[config.mk]
export PLATFORM = sky130hd
export DESIGN_NAME = gf2m_inverter
export DESIGN_NICKNAME = d
export VERILOG_FILES = /design/src/rtl/gfinv_pkg.sv /design/src/rtl/gfinv_msb_enc.sv /design/src/rtl/gfinv_step.sv /design/src/rtl/gf2m_inverter.sv
export SDC_FILE = /design/constraint.sdc
export NUM_CORES = 1
export LEC_CHECK = 0
export ABC_AREA = 1
export BUFFER_PORTS_ARGS = -buffer_cell sky130_fd_sc_hd__buf_2
export CORE_ASPECT_RATIO = 0.8
export CORE_MARGIN = 2
export CORE_UTILIZATION = 60
export DETAILED_ROUTE_END_ITERATION = 16
export PLACE_DENSITY = 0.89
export SLEW_MARGIN = 10
export SYNTH_ARGS = -nofsm -noshare
export SYNTH_HDL_FRONTEND = slang
export SYNTH_SLANG_ARGS = --single-unit
[constraint.sdc]
create_clock -name clk -period 3.2 [get_ports clk]
set_input_delay 0 -clock clk [delete_from_list [all_inputs] [get_ports clk]]
set_output_delay 0 -clock clk [all_outputs]
set_load 0.005 [all_outputs]
[src/rtl/gfinv_pkg.sv]
package gfinv_pkg;
  typedef enum logic {ST_IDLE, ST_RUN} inv_state_t;
endpackage

[src/rtl/gfinv_msb_enc.sv]
module gfinv_msb_enc #(
  parameter int WIDTH = 17,
  parameter int DW    = $clog2(WIDTH)
) (
  input  logic [WIDTH-1:0] vec,
  output logic [DW-1:0]    deg
);
  // highest set bit wins: later iterations overwrite earlier ones
  always_comb begin
    deg = '0;
    for (int i = 0; i < WIDTH; i++) begin
      if (vec[i]) deg = DW'(i);
    end
  end
endmodule

[src/rtl/gfinv_step.sv]
module gfinv_step #(
  parameter int W  = 16,
  parameter int DW = $clog2(W+1)
) (
  input  logic [W:0]    y,
  input  logic [W:0]    d,
  input  logic [W-1:0]  x,
  input  logic [W-1:0]  b,
  input  logic [W:0]    p,
  input  logic [DW-1:0] deg_y,
  input  logic [DW-1:0] deg_d,
  output logic [W:0]    y_nx,
  output logic [W:0]    d_nx,
  output logic [W-1:0]  x_nx,
  output logic [W-1:0]  b_nx,
  output logic          shift_ev,
  output logic          unit_ev,
  output logic          swap_ev
);
  // x^-1 times v modulo poly: fold poly in when v is odd, then drop bit 0
  function automatic logic [W-1:0] div_by_x(logic [W-1:0] v, logic [W:0] poly);
    logic [W:0] t;
    t = {1'b0, v} ^ (v[0] ? poly : '0);
    return t[W:1];
  endfunction

  // v <= 1 tested as "1 - v is not negative"
  function automatic logic at_most_one(logic [W:0] v);
    logic [W+1:0] diff;
    diff = (W+2)'(1) - {1'b0, v};
    return ~diff[W+1];
  endfunction

  // degree ordering through an integer difference and its sign
  function automatic logic deg_below(logic [DW-1:0] da, logic [DW-1:0] db);
    logic [DW:0] diff;
    diff = {1'b0, da} - {1'b0, db};
    return diff[DW];
  endfunction

  logic [W:0]   y_sum;
  logic [W-1:0] x_sum;

  assign shift_ev = ~y[0];
  assign unit_ev  = y[0] & at_most_one(y);
  assign swap_ev  = y[0] & ~unit_ev & deg_below(deg_y, deg_d);
  assign y_sum    = y ^ d;
  assign x_sum    = x ^ b;

  always_comb begin
    y_nx = y;
    d_nx = d;
    x_nx = x;
    b_nx = b;
    if (shift_ev) begin
      y_nx = y >> 1;
      x_nx = div_by_x(x, p);
    end else if (!unit_ev) begin
      y_nx = y_sum;
      x_nx = x_sum;
      if (swap_ev) begin
        d_nx = d ^ y_sum;
        b_nx = b ^ x_sum;
      end
    end
  end
endmodule

[src/rtl/gf2m_inverter.sv]
module gf2m_inverter
  import gfinv_pkg::*;
#(
  parameter int W  = 16,
  parameter int MW = $clog2(W+1)
) (
  input  logic          clk,
  input  logic          rst_n,
  input  logic          start,
  input  logic [MW-1:0] m_in,
  input  logic [W-1:0]  a_in,
  input  logic [W:0]    p_in,
  output logic          busy,
  output logic          done,
  output logic          err,
  output logic [W-1:0]  x_out
);
  localparam int PW = W + 1;
  localparam int DW = $clog2(PW);

  inv_state_t    state_q;
  logic [W:0]    y_q, d_q, p_q;
  logic [W-1:0]  x_q, b_q, res_q;
  logic [MW-1:0] m_q;
  logic          done_q, err_q;

  logic [W-1:0]  a_mask, a_m;
  logic [W:0]    p_mask, p_m;
  logic          a_zero;
  logic [DW-1:0] deg_y, deg_d;
  logic [W:0]    y_nx, d_nx;
  logic [W-1:0]  x_nx, b_nx;
  logic          shift_ev, unit_ev, swap_ev;

  always_comb begin
    for (int i = 0; i < W; i++)  a_mask[i] = (i <  int'(m_in));
    for (int i = 0; i < PW; i++) p_mask[i] = (i <= int'(m_in));
  end

  assign a_m    = a_in & a_mask;
  assign p_m    = p_in & p_mask;
  assign a_zero = (a_m == '0);

  gfinv_msb_enc #(.WIDTH(PW), .DW(DW)) u_deg_y (.vec(y_q), .deg(deg_y));
  gfinv_msb_enc #(.WIDTH(PW), .DW(DW)) u_deg_d (.vec(d_q), .deg(deg_d));

  gfinv_step #(.W(W), .DW(DW)) u_step (
    .y(y_q), .d(d_q), .x(x_q), .b(b_q), .p(p_q),
    .deg_y(deg_y), .deg_d(deg_d),
    .y_nx(y_nx), .d_nx(d_nx), .x_nx(x_nx), .b_nx(b_nx),
    .shift_ev(shift_ev), .unit_ev(unit_ev), .swap_ev(swap_ev)
  );

  always_ff @(posedge clk or negedge rst_n) begin
    if (!rst_n) begin
      state_q <= ST_IDLE;
      y_q     <= '0;
      d_q     <= '0;
      p_q     <= '0;
      x_q     <= '0;
      b_q     <= '0;
      res_q   <= '0;
      m_q     <= '0;
      done_q  <= 1'b0;
      err_q   <= 1'b0;
    end else begin
      done_q <= 1'b0;
      err_q  <= 1'b0;
      case (state_q)
        ST_IDLE: begin
          if (start) begin
            m_q <= m_in;
            if (a_zero) begin
              done_q <= 1'b1;
              err_q  <= 1'b1;
              res_q  <= '0;
            end else begin
              y_q     <= {1'b0, a_m};
              d_q     <= p_m;
              p_q     <= p_m;
              x_q     <= W'(1);
              b_q     <= '0;
              state_q <= ST_RUN;
            end
          end
        end
        ST_RUN: begin
          if (unit_ev) begin
            done_q  <= 1'b1;
            res_q   <= x_q;
            state_q <= ST_IDLE;
          end else begin
            y_q <= y_nx;
            d_q <= d_nx;
            x_q <= x_nx;
            b_q <= b_nx;
          end
        end
        default: state_q <= ST_IDLE;
      endcase
    end
  end

  assign busy  = (state_q == ST_RUN);
  assign done  = done_q;
  assign err   = err_q;
  assign x_out = res_q;
endmodule

# Word-level counts from Yosys, hierarchy flattened
# Cells that the tools add are included.
# W data, S select, Z words.
# op_classes
n_eq_ne,7
bitwise,14
muxes,68
n_reduce_logical,5
add_sub_neg,2
magnitude_cmp,32
# op_table
operator,n
$mux W16,12
$mux W17,10
$pmux W16 S2,3
$pmux W17 S2,2
$mux W4,16
$le A4 B5 Y1 const A,8
$lt A4 B5 Y1 const A,8
$xor A17 B17 Y17,2
$xor A16 B16 Y16,2
$mux W3,8
$le A3 B5 Y1 const A,4
$lt A3 B5 Y1 const A,4
$sub A1 B17 Y18 const A,1
$and A17 B17 Y17,1
$xor A16 B17 Y17,1
$and A16 B16 Y16,1
$logic_not A16 Y1,1
$le A2 B5 Y1 const A,2
$lt A1 B5 Y1 const A,2
$lt A2 B5 Y1 const A,2
$mux W5,2
$mux W1,9
$reduce_and A3 Y1,3
$mux W2,4
9 further kinds,20
# word_totals
in_bits,41
regBits,102

# Depth between registers and ports, before layout
# Gate-level depths: netlist of run 1.
# depth
ltp_word,22
depth_mapped,24

# By module
# Synthesis of run 1 repeated with hierarchy kept, for this count alone.
# unflattened
cells_unflattened,1034
hier_area_um2,7499.7
# by_module_without_submodules
mod,area_each_um2,instances,cells_each
gf2m_inverter,5205.0,1,577
gfinv_step,1926.8,1,373
gfinv_msb_enc,183.9,2,42

# Worst setup path after synthesis of run 1
# OpenSTA, ideal clock, no wires.
# synth_path
path_kind,register to register
start,register d_q[11]
end,register b_q[0]
slack_ns,0.907
period_less_slack_ns,2.293
stages_incl_launch_ff,15
required_time_ns,3.134
arrival_ns,2.227
setup_time_ns,0.066
path_cell_list,dfrtp_1 nor2_1 nand2_1 a41oi_1 o21ai_0 ha_1 a21oi_1 o21ai_0 a2111o_1 inv_1 nand2_1 nand2_1 clkbuf_1 nand3_1 nand2_1
# synth_via
elab_chain_cells,10
# synth_lines
element,line,source
from (decl),gf2m_inverter.sv:22,"logic [W:0] y_q, d_q, p_q;"
from (signal assigned),gf2m_inverter.sv:79,d_q <= p_m;
from (signal assigned),gf2m_inverter.sv:94,d_q <= d_nx;
$mux W4 (5 in a row),gfinv_msb_enc.sv:12,if (vec[i]) deg = DW'(i);
$mux W5,gfinv_msb_enc.sv:12,
$sub A5 B5 Y6,gfinv_step.sv:37,"diff = {1'b0, da} - {1'b0, db};"
$and A1 B1 Y1,gfinv_step.sv:46,"assign swap_ev = y[0] & ~unit_ev & deg_below(deg_y, deg_d);"
$ne A2 B1 Y1 (no line),n/a,
$reduce_and A5 Y1 (no line),n/a,
to (signal assigned),gf2m_inverter.sv:96,b_q <= b_nx;
to (decl),gf2m_inverter.sv:23,"logic [W-1:0] x_q, b_q, res_q;"
# No other way between the ends.
# A chain may end at the register's enable or synchronous reset.

# Worst setup path after layout of run 1
# layout_path
start,register d_q[8]
end,register d_q[12]
# layout_via
elab_chain_cells,13
# layout_lines
element,line
$mux W4 (8 in a row),gfinv_msb_enc.sv:12
$mux W5,gfinv_msb_enc.sv:12
$sub A5 B5 Y6,gfinv_step.sv:37
$and A1 B1 Y1,gfinv_step.sv:46
$ne A2 B1 Y1 (no line),n/a
$reduce_and A5 Y1 (no line),n/a
# No other way between the ends.

==> results list, run 1 <==
- The worst hold path begins at p_in[15].
* Area occupied by multi-input gates: 2780 um2
* Area delta synth->final: 10.7%
- The worst setup path is launched from a register.
- CTS saw approximately 100 sinks.
- Nets in the synthesized netlist: 843
- Largest net degree at the start of global routing: 83
- Critical path data required time: 3.44 ns
- Final #Nets: between 800 and 900
- Starting DRT DRC Count: 833
- Site row count: 32
* Worst Reg2Reg Path Length in Cells: 14
- CTS Root Cell: clkbuf_16
- For this configuration, the core starts out at a cell density of 61.1%.
- Post-synthesis sequential area ratio: 43.4%
- For the pin with the worst max-slew slack, the measured transition is 1.06 ns.
- During synthesis, Yosys emitted a total of 0 warnings.
* Detailed-route via count: 5617
* Utilization of the core after routing: 67.7%
* Final Hold Fails: 0
* Num CTS Buffers: 9
- Die area: 10500 um2
- Clock transition at the registers of the reported paths: 0.07 ns
- Fraction of registers with async set or reset after synthesis: 100%
- Total design power: 2.55 mW
- Area leader, netlist: dfrtp_1
* Portion of synthesized cell area occupied by the leading cell type: 43.4%
- Cells with a size suffix above 1 make up a little under an eighth of the layout.
- For the worst-skew pair, the clock arrives at the later sink with an insertion delay of 0.35 ns.
* Top-count cell post-synth: nand2_1
* Post-CTS Resized: 0
- The via count of the first global-routing pass is 5173.
* Data arrival time of the critical path: 3.18 ns
- Status: complete, no violations
- Count of H-tree levels built during CTS: 3
- Most used flip-flop cell after synthesis: dfrtp_1
- Number of pins with negative max-slew slack in the final report: 0
- Max-cap violations in this run came to 0.
- Number of fillers in the final layout: 772
* Initial antenna violation count: 0
- Placer Congestion: 0.944
- Global routing used 31.5% of the available tracks across all layers.
- The routed design could run at a clock period as short as 2.94 ns.
- Count of distinct cell types in the synthesized netlist: 40
- The clock passes through at most 2 buffers.
- For this run the aggregate overflow at the end of global routing stands at 0.
- R2r startpoint: d_q[8]$_DFFE_PN0P_
- Of the available clock period, the critical path in the final layout requires 91.8%.
* Unrepaired setup endpoints after global routing: false
- IR analysis of the VDD net gives a maximum drop of 0.263 mV.
* Residual DRC count: 0
- The setup check on the worst reg-to-reg path leaves a slack of between 0.2 and 0.3 ns.
- Accumulated negative setup slack: 0 ns
- Once detail routing completed, the nets flagged for antenna violations numbered 0.
- On the final layout, the worst clock skew is 0.00576 ns.
- Core box area: 9530 um2
- Height of the chip: 92.1 um
- Mean instance size in the synthesized netlist: 7.30 um2
- PD cells: 396 nW/um2
- Wire length per cell: about 16 um
- Clock tree from TritonCTS: done
- Port Buf Inserts: 59
- Critical R2R Capture: d_q[12]$_DFFE_PN0P_
- 60 I/O pins were placed.
* Worst-case headroom to the max-slew limit: 29.2%
- Of all nets on the critical path, the largest fanout is 33.
* Number of cells on the worst hold path: 3
* Horizontal extent of the die: ~110 um
- Kind of critical path: register to register
- The first global-routing pass estimated 26.0 mm of wire.
- Class of the most critical hold timing path: input port to register
* Synthesis-stage register bit count: 101
- Detailed placement ended at an HPWL of about 11 mm.
- Iteration count of the initial detailed-routing pass: 7
* Area used by sequential logic in the layout: 2530 um2
- Crit. End Element: register
* Leakage power of the design: 3.25 nW
- Largest cells by area after synthesis: dfrtp_1 43%, nand2_1 16%, o21ai_0 9.5%
* Drt via density: 5.82
- Setup violations, final: 0
* Routed wire length: between 15 and 20 mm
- Hold worst-path end: p_q[15]$_DFFE_PN0P_
- The cell area that synthesis handed to floorplanning was ~6000 um2.
- Synth Instances: 798
- Yosys mapped a number of flops with a built-in enable equal to 0.
- Derived from the worst setup path, the maximum achievable clock frequency is approximately 0.34 GHz.
- Synth cell count leaders: 250 x nand2_1, 111 x o21ai_0, 101 x dfrtp_1
==> final cells by class <==
cell class	count	share of cell area (%)
Clock buffer	11	3.61
Multi-Input combinational cell	578	43.1
Timing Repair Buffer	73	6.44
Tap cell	119	2.31
Clock inverter	4	0.776
Sequential cell	101	39.2
Antenna cell	1	0.0388
Inverter	78	4.54
==> critical path, cell delays in order (launching register included) <==
cell and delay (ns):
dfrtp_1 0.42, nor2_1 0.18, nand2_1 0.13, a41oi_1 0.25, o21ai_0 0.12, ha_1 0.30
a21oi_1 0.12, o21ai_0 0.08, a2111o_1 0.29, inv_1 0.07, nand2_1 0.06, nand2_1 0.11
nand2_2 0.42, nand2_1 0.21, nand2_1 0.06
==> cells in the final DEF (no fill, tap or decap), types with 2 or more instances in the layout <==
cell type      netlist  final
dlygate4sd3_1        0      5
a211oi_1            15     15
and3_1               2      2
ha_1                 4      4
nand3_1             61     61
nor3_2               2      2
o21a_1               2      2
clkbuf_1            22      2
buf_2                6     58
buf_4                1     10
a31oi_1              2      2
o21ai_1             32     32
inv_2                4      4
o21ai_0            111    111
dfrtp_1            101    100
nand2_2              3      3
a22oi_1              2      2
a21oi_1             24     24
nor2_2               3      3
clkbuf_16            0      9
nand4_1              2      2
xnor2_1             14     14
clkinvlp_4           0      2
nand2_1            250    250
inv_1               74     74
nor2_1              34     34
==> sequential cells by signal, summed over array words and instances (netlist names) <==
signal  cells
b_q        16
busy        1
d_q        17
done        1
err         1
p_q        16
x_out      16
x_q        16
y_q        17
==> power breakdown <==
| part | leakage (nW) | internal [mW] | switching [mW] |
|---|---|---|---|
| sequential | 1.23 | 1.29 | 0.0203 |
| clock | 0.132 | 0.601 | 0.474 |
| combinational | 1.89 | 0.0611 | 0.109 |
==> metrics by stage <==
stage               hold WS [ns]  instance area (um2)  setup slack (ns)  instances
finish                    0.0175                 6450             0.262        965
global route              0.0247                 6450            0.0450        964
CTS                      0.00242                 6450             0.331        964
detailed placement         0.243                 6120             0.391        944
global placement           0.236                 6120             0.401        944
floorplan                 -0.296                 5830             0.907        798
==> timing repair <==
item / 4_1_cts / 5_1_grt
endpoints found under the setup margin: 0 / 0
hold buffers: 5 / 0
endpoints found under the hold margin: 85 / 0
buffers inserted: 0 / 0
==> per-layer routing <==
metal | share of wire, % | GRT usage (%) | up-vias
li1 | - | - | 2701
met1 | 45 | 45.5 | 2640
met2 | 44 | 46.7 | 254
met3 | 8.7 | 7.53 | 22
met4 | 1.9 | 9.96 | 0
met5 | 0 | 0 | -
==> cell families (layout without fill, tap and decap cells) <==
family          after synthesis  count (layout)  synth area share, %
other cells                   0               1                    0
flops                       101             101                 43.4
xor+xnor                     15              15                 2.25
buf+inv                     119             166                 9.02
compound gates              196             196                 18.4
mux                           1               1                0.193
simple gates                362             362                 25.9
fa+ha+maj                     4               4                0.859
==> how the worst max path moves through the flow <==
stage                              from                  end  slack (ns)  cells past startpoint
finish               d_q[8]$_DFFE_PN0P_  d_q[12]$_DFFE_PN0P_        0.26                     14
global route         d_q[9]$_DFFE_PN0P_   b_q[4]$_DFFE_PN0P_        0.04                     14
CTS                  d_q[9]$_DFFE_PN0P_   d_q[0]$_DFFE_PN0P_        0.33                     14
detailed placement   d_q[9]$_DFFE_PN0P_   b_q[8]$_DFFE_PN0P_        0.39                     14
global placement     d_q[9]$_DFFE_PN0P_  d_q[11]$_DFFE_PN0P_        0.40                     14
floorplan           d_q[11]$_DFFE_PN0P_   b_q[0]$_DFFE_PN0P_        0.91                     14
Note: power is estimated with default switching activity, not from simulation.
==> run 2: changes to the inputs <==
--- a/config.mk
+++ b/config.mk
@@ -7,11 +7,13 @@
 export LEC_CHECK = 0
 export ABC_AREA = 1
 export BUFFER_PORTS_ARGS = -buffer_cell sky130_fd_sc_hd__buf_2
+export CELL_PAD_IN_SITES_DETAIL_PLACEMENT = 1
+export CELL_PAD_IN_SITES_GLOBAL_PLACEMENT = 2
 export CORE_ASPECT_RATIO = 0.8
 export CORE_MARGIN = 2
-export CORE_UTILIZATION = 60
+export CORE_UTILIZATION = 34
 export DETAILED_ROUTE_END_ITERATION = 16
-export PLACE_DENSITY = 0.89
+export PLACE_DENSITY = 0.88
 export SLEW_MARGIN = 10
 export SYNTH_ARGS = -nofsm -noshare
 export SYNTH_HDL_FRONTEND = slang
==> results list, run 2 (synthesized netlist as in run 1, its figures left out) <==
- The flow ran to the end, and the final reports show no timing, DRC or antenna violations.
* Max Cap Viol: 0
* Routed wire length: 19.2 mm
- Unrepaired setup endpoints after global routing: false
- Slack of the critical path: 0.241 ns
- The floorplan has 42 rows.
- After filler insertion, the fill cell instance count of the layout stands at 2143.
* Fmax: around 0.34 GHz
* Combinational group share of total power: 6.9%
- Cell-by-cell listing of the critical path: nor2_1 > nand2_1 > a41oi_1 > o21ai_0 > ha_1 > a21oi_1 > o21ai_0 > a2111o_1 > inv_1 > nand2_1 > nand2_1 > buf_4 > nand3_1 > nand2_1
- Global-route usage over all layers: 22.2%
* Share of total power in the clock network: 42.4%
- Maximum count of clock buffers along a single path: 2
- Timing analysis after detailed placement gives a worst setup slack of 0.360 ns.
- Critical path launch point type: register
* R2r startpoint: d_q[11]$_DFFE_PN0P_
- The number of antenna violations at the first check in global routing was 0.
- The die covers between 15000 and 20000 um2.
* Critical R2R Capture: b_q[3]$_DFFE_PN0P_
- Num CTS Buffers: 9
* Residual DRC count: 0
- The count of buffers added on input and output ports is 59.
- Drt via density: 5.13
- After clock tree synthesis, the clock-pin slew on the worst setup and hold paths is 0.07 ns.
- Clock tree from TritonCTS: done
- For flop-to-flop paths, the worst setup slack is 0.24 ns.
- By instance count, the cell type seen most on the critical path is nand2_1.
- Number of clock sinks: 101
- Data arrival time of the critical path: between 3 and 4 ns
* Reported net switching power: 0.652 mW
- The via count of the first global-routing pass was approximately 5500.
- Hold worst-path end: p_q[7]$_DFFE_PN0P_
- Buffering stage count on the worst path with inverters included: 2
- After the last flow step, the layout net total stands at 887.
- For the pin with the worst max-slew slack, the measured transition is 0.820 ns.
* Period utilization: 92.5%
- Count of H-tree levels built during CTS: 3
- In the final routed layout, each cell accounts on average for between 15 and 20 um.
- The largest registers in the layout are d_q: 17 flops, y_q: 17 flops.
- For the worst setup path, the data required time is 3.48 ns.
* Critical path's slowest cell: dfrtp_1
* Iteration count of the initial detailed-routing pass: 5
* Largest net degree at the start of global routing: 57
* Starting DRT DRC Count: 260
- Placer Congestion: 0.845
* Number of pins with negative max-slew slack in the final report: 0
* Count of nets left with antenna violations after detail routing: 0
* Num ports: 60
* Most common library cell in the layout ignoring fill and taps: nand2_1
- Core box area: between 15000 and 20000 um2
- Power spread over the standard cell area amounts to 390 nW/um2.
- The path class of the tightest hold or removal check is input port to register.
* Min Tclk post-route: approximately 3.0 ns
- Between clock sinks in the finished design, the worst skew comes to 0.00786 ns.
* Highest-count cells in the layout ignoring fill and taps: 250 x nand2_1, 111 x o21ai_0, 100 x dfrtp_1
- The area growth from synthesis to layout is 13.5%.
- Number of cells on the worst hold path: 3
- Setup violations, final: 0
* Fraction of layout instances using a drive strength above 1: 12.4%
- The initial utilization of the core area, before any placement, comes to approximately a third.
* Antenna cells: 0
- The number of hold-slack violations in the final timing report is 0.
- Accumulated negative setup slack: 0 ns
- Cell internal power was estimated by the tool at 1.92 mW.
- Counting cells, the worst reg-to-reg path comes to 14.
* Post-detailed-placement half-perimeter wirelength: 13.8 mm
- In this run the worst path has a maximum fanout of 33.
- Sequential cells burn 50.8% of the power.
* Smallest hold slack: about 0.009 ns
- VDD sags by at most 0.233 mV.
* Crit. End Element: register
* Source-to-sink clock delay at the later pin of the worst-skew pair: between 0.3 and 0.4 ns
* Global-route wire length before repair: 31.0 mm
- Post-CTS Resized: 0
- Leakage power of the design: ~3.3 nW
- Headroom to the max-slew limit came out at 44.8%.
* Horizontal extent of the die: 150 um
- Clock tree synthesis selected as its root buffer the cell clkbuf_16.
- Hold Crit Start: p_in[7]
- Largest stage delay on the critical path: 0.42 ns
- For this block, the via count after detailed routing is 5472.
- After global routing the overflow that remains totals 0.
- Kind of critical path: register to register
- Height of the chip: 121 um
- Of the total power, the share spent switching nets is 25.3%.
- Critical path's top delay family: compound AO/OA/AOI/OAI gates
run 2: worst register-to-register path, cell delays in order (launching register included):
cell and delay, ns:
dfrtp_1 0.42, nor2_1 0.21, nand2_1 0.15, a41oi_1 0.27, o21ai_0 0.13, ha_1 0.30, a21oi_1 0.14, o21ai_0 0.09
a2111o_1 0.29, inv_1 0.08, nand2_1 0.06, nand2_1 0.09, buf_4 0.39, nand3_1 0.15, nand2_1 0.12
run 2: layout make-up:
class,instances,area (um2),share of cell area (%)
flip-flops and latches,101,2530,38.2
repair buffers,74,445,6.74
inverters,78,293,4.43
multi-input cells,578,2780,42.1
well taps,220,275,4.16
clock buffers,12,256,3.88
clock inverters,4,32.5,0.492
run 2: repair_timing:
action                                 in CTS  in global routing
hold buffers                                4                  0
buffers inserted                            0                  0
endpoints found under the hold margin      57                  0
run 2: through the flow:
step           power, mW  area, um2  utilization (%)  instances
6_report            2.58       6610             39.7       1067
5_1_grt             2.68       6610             39.7       1067
4_1_cts             2.60       6610             39.7       1067
3_5_place_dp        1.51       6280             37.7       1047
3_3_place_gp        1.51       6280             37.7       1047
2_1_floorplan       1.41       5830                -        798
run 2: worst max-delay path by stage:
stage,from,to,slack [ns],cells after the start
after floorplan,d_q[11]$_DFFE_PN0P_,b_q[0]$_DFFE_PN0P_,0.91,14
after global placement,d_q[11]$_DFFE_PN0P_,b_q[15]$_DFFE_PN0P_,0.41,14
after detailed placement,d_q[11]$_DFFE_PN0P_,b_q[8]$_DFFE_PN0P_,0.36,14
after CTS,d_q[11]$_DFFE_PN0P_,b_q[3]$_DFFE_PN0P_,0.31,14
after global routing,d_q[11]$_DFFE_PN0P_,b_q[3]$_DFFE_PN0P_,0.005,14
final,d_q[11]$_DFFE_PN0P_,b_q[3]$_DFFE_PN0P_,0.24,14
run 2: power by group through the flow:
stage / clock (mW) / combinational (mW) / sequential, mW
6_report: 1.09 / 0.177 / 1.31
5_1_grt: 1.17 / 0.200 / 1.31
4_1_cts: 1.11 / 0.181 / 1.31
3_5_place_dp: 0 / 0.176 / 1.33
3_3_place_gp: 0 / 0.173 / 1.33
2_1_floorplan: 0 / 0.0827 / 1.33
run 2: per-layer routing:
metal | GRT usage (%) | wire length (um)
met1 | 33.6 | 9920
met2 | 33.6 | 8490
met3 | 3.65 | 585
met4 | 3.77 | 191
met5 | 0 | 0
==> run 3: changes to the inputs <==
--- a/config.mk
+++ b/config.mk
@@ -10,10 +10,10 @@
 export CELL_PAD_IN_SITES_DETAIL_PLACEMENT = 1
 export CELL_PAD_IN_SITES_GLOBAL_PLACEMENT = 2
 export CORE_ASPECT_RATIO = 0.8
-export CORE_MARGIN = 2
 export CORE_UTILIZATION = 34
 export DETAILED_ROUTE_END_ITERATION = 16
 export PLACE_DENSITY = 0.88
+export RECOVER_POWER = 50
 export SLEW_MARGIN = 10
 export SYNTH_ARGS = -nofsm -noshare
 export SYNTH_HDL_FRONTEND = slang
==> results list, run 3 (synthesized netlist as in run 1, its figures left out) <==
* Most common library cell in the layout ignoring fill and taps: nand2_1
- Unrepaired setup endpoints after global routing: false
- Clock skew on the completed layout was measured at 0.00867 ns.
- Utilization of the core after routing: 39.7%
- Data on the critical path arrives at its endpoint at roughly 3.1 ns.
- Max Cap Viol: 1
- In this run the cell area measured after placement is 6290 um2.
- Clock tree from TritonCTS: done
- Wire length per cell: 17.6 um
* Area delta synth->final: 13.4%
- Together, buffers and inverters on the worst path number 2.
- In this run the worst path has a maximum fanout of 21.
* Setup violations, final: 0
* Number of fillers in the final layout: 2126
- The worst setup path is of the register to register kind.
* Final standard cell count with taps included and fillers excluded: 1070
- The final critical path takes up 87.7% of the cycle.
* Clock transition at the registers of the reported paths: 0.07 ns
- During I/O placement, the number of pins put on the boundary was 60.
- The repair_antennas step left the layout with diodes totalling 0.
- Fmax: 0.356 GHz
* Final #Nets: 890
- Detailed-route via count: roughly 5600
- Critical path's slowest cell: dfrtp_1
- The floorplan step set the die height to 119 um.
- The worst setup path is captured at a register.
* Number of global-route vias before repair: about 5600
* Num CTS Buffers: 9
* Port Buf Inserts: 59
* Drt via density: 5.20
* Overall overflow remaining after global route: 0
* Total design power: 2.60 mW
- Largest stage delay on the critical path: between 0.4 and 0.5 ns
- In this run the static leakage power is 3.27 nW.
- The core region is about 17000 um2.
- The die covers 17700 um2.
- Maximum count of clock buffers along a single path: 2
- The H-tree generated during clock tree synthesis spans 3 levels.
* Global-route wire length before repair: 31.1 mm
- Cell-by-cell listing of the critical path: nor2_1 > nand2_1 > a41oi_1 > o21ai_0 > ha_1 > a21oi_1 > o21ai_0 > a2111o_1 > inv_1 > nand2_1 > nand2_1 > nand2_2 > buf_12 > nand2_1 > nand2_1
* Residual DRC count: 0
- Horizontal extent of the die: 148 um
- Count of nets left with antenna violations after detail routing: 0
* Final standard cell area without fillers: 6610 um2
- The number of placed instances, taps included, is 1049.
* CTS Root Cell: clkbuf_16
- Initial antenna violation count: 0
- Dominant cell type by count on the critical path: nand2_1
* Actual slew at the worst max-slew pin: 1.61 ns
- Worst voltage drop across the vdd grid: 0.207 mV
* Worst-case headroom to the max-slew limit: -7.18%
* Number of clock sinks: 101
* Failing checks: capacitance limit, slew limit
- Critical path data required time: 3.45 ns
- After routing, the total negative slack on setup checks comes to 0 ns.
- Highest-count cells in the layout ignoring fill and taps: 250 x nand2_1, 111 x o21ai_0, 100 x dfrtp_1
- Routed wire length: ~19 mm
- Starting DRT DRC Count: 269
- For this run, the total global-route usage over all layers was measured as roughly 23%.
- Number of pins with negative max-slew slack in the final report: 64
- Fraction of layout instances using a drive strength above 1: approximately 12%
- The worst setup path is launched from a register.
- Source-to-sink clock delay at the later pin of the worst-skew pair: 0.36 ns
* Class of the most critical hold timing path: input port to register
- PD cells: 394 nW/um2
- The number of hold-slack violations in the final timing report is 0.
- Status: finished, violations left
* Site row count: 42
- Setup Fix Bufs, Post-CTS: 0
- On the critical path the largest part of the delay comes from compound AO/OA/AOI/OAI gates.
- The largest registers in the layout are d_q: 17 flops, y_q: 17 flops.
- Largest net degree at the start of global routing: 64
- Min Tclk post-route: 2.81 ns
- Once the floorplan was initialized, standard cells occupied 35.0% of the core.
- Detailed placement ended at an HPWL of 13.6 mm.
- The first detailed-routing pass took 5 iterations.
- At the end of routability-driven placement, the weighted congestion stood at around 0.81.
run 3: cell count changes in the layout (fill, tap and decap cells not counted):
cell           delta
clkinvlp_4        -1
clkbuf_8          -2
clkbuf_2          +1
buf_12            -1
clkinv_4          -1
clkbuf_1          +9
dlygate4sd3_1     +1
clkinv_2          +4
bufinv_16         +1
buf_2             -8
run 3: worst paths after layout:
check,cells past startpoint,slack (ns),start,to
hold / removal,3,0.007,p_in[15],p_q[15]$_DFFE_PN0P_
hold reg to reg,2,0.49,p_q[12]$_DFFE_PN0P_,p_q[12]$_DFFE_PN0P_
setup / recovery,15,0.39,d_q[11]$_DFFE_PN0P_,b_q[14]$_DFFE_PN0P_
setup reg to reg,15,0.39,d_q[11]$_DFFE_PN0P_,b_q[14]$_DFFE_PN0P_
max in group asynchronous,3,0.74,rst_n,d_q[13]$_DFFE_PN0P_
min in group asynchronous,2,0.57,rst_n,d_q[4]$_DFFE_PN0P_
run 3: tightest hold or removal path, stage by stage:
cell and delay, ns:
buf_2 0.10, nand3_1 0.13, o21ai_0 0.10
run 3: cell type report:
class	instances	area, um2	area share (%)
multi-input combinational	578	2780	42.1
sequential	101	2530	38.3
timing repair buffer	77	438	6.63
inverter	78	293	4.43
tap	220	275	4.17
clock buffer	9	225	3.41
clock inverter	7	66.3	1.00
run 3: through the flow:
step                      worst slack [ns]  hold WS [ns]
after floorplan                      0.907        -0.296
after global placement               0.448         0.149
after detailed placement             0.460         0.152
after CTS                            0.435       0.00901
after global routing                 0.119        0.0103
final                                0.394       0.00695
run 3: power by group:
| group | switching [mW] | internal [mW] |
|---|---|---|
| clock | 0.512 | 0.603 |
| combinational | 0.116 | 0.0605 |
| sequential | 0.0214 | 1.29 |
run 3: what timing repair did:
action                    in CTS  in global routing
gates resized for setup        0                  0
hold buffers                   5                  0
hold endpoints to repair      65                  0
run 3: metal layers:
| metal | part of all wire, % | vias to the layer above | routed length (um) | global-route usage [%] |
|---|---|---|---|---|
| met1 | 50 | 2745 | 9440 | 33.6 |
| met3 | 4.1 | 20 | 781 | 4.60 |
| met4 | 1.7 | 0 | 319 | 5.80 |
| met2 | 44 | 102 | 8310 | 34.7 |
| met5 | 0 | - | 0 | 0 |
| li1 | - | 2700 | - | - |
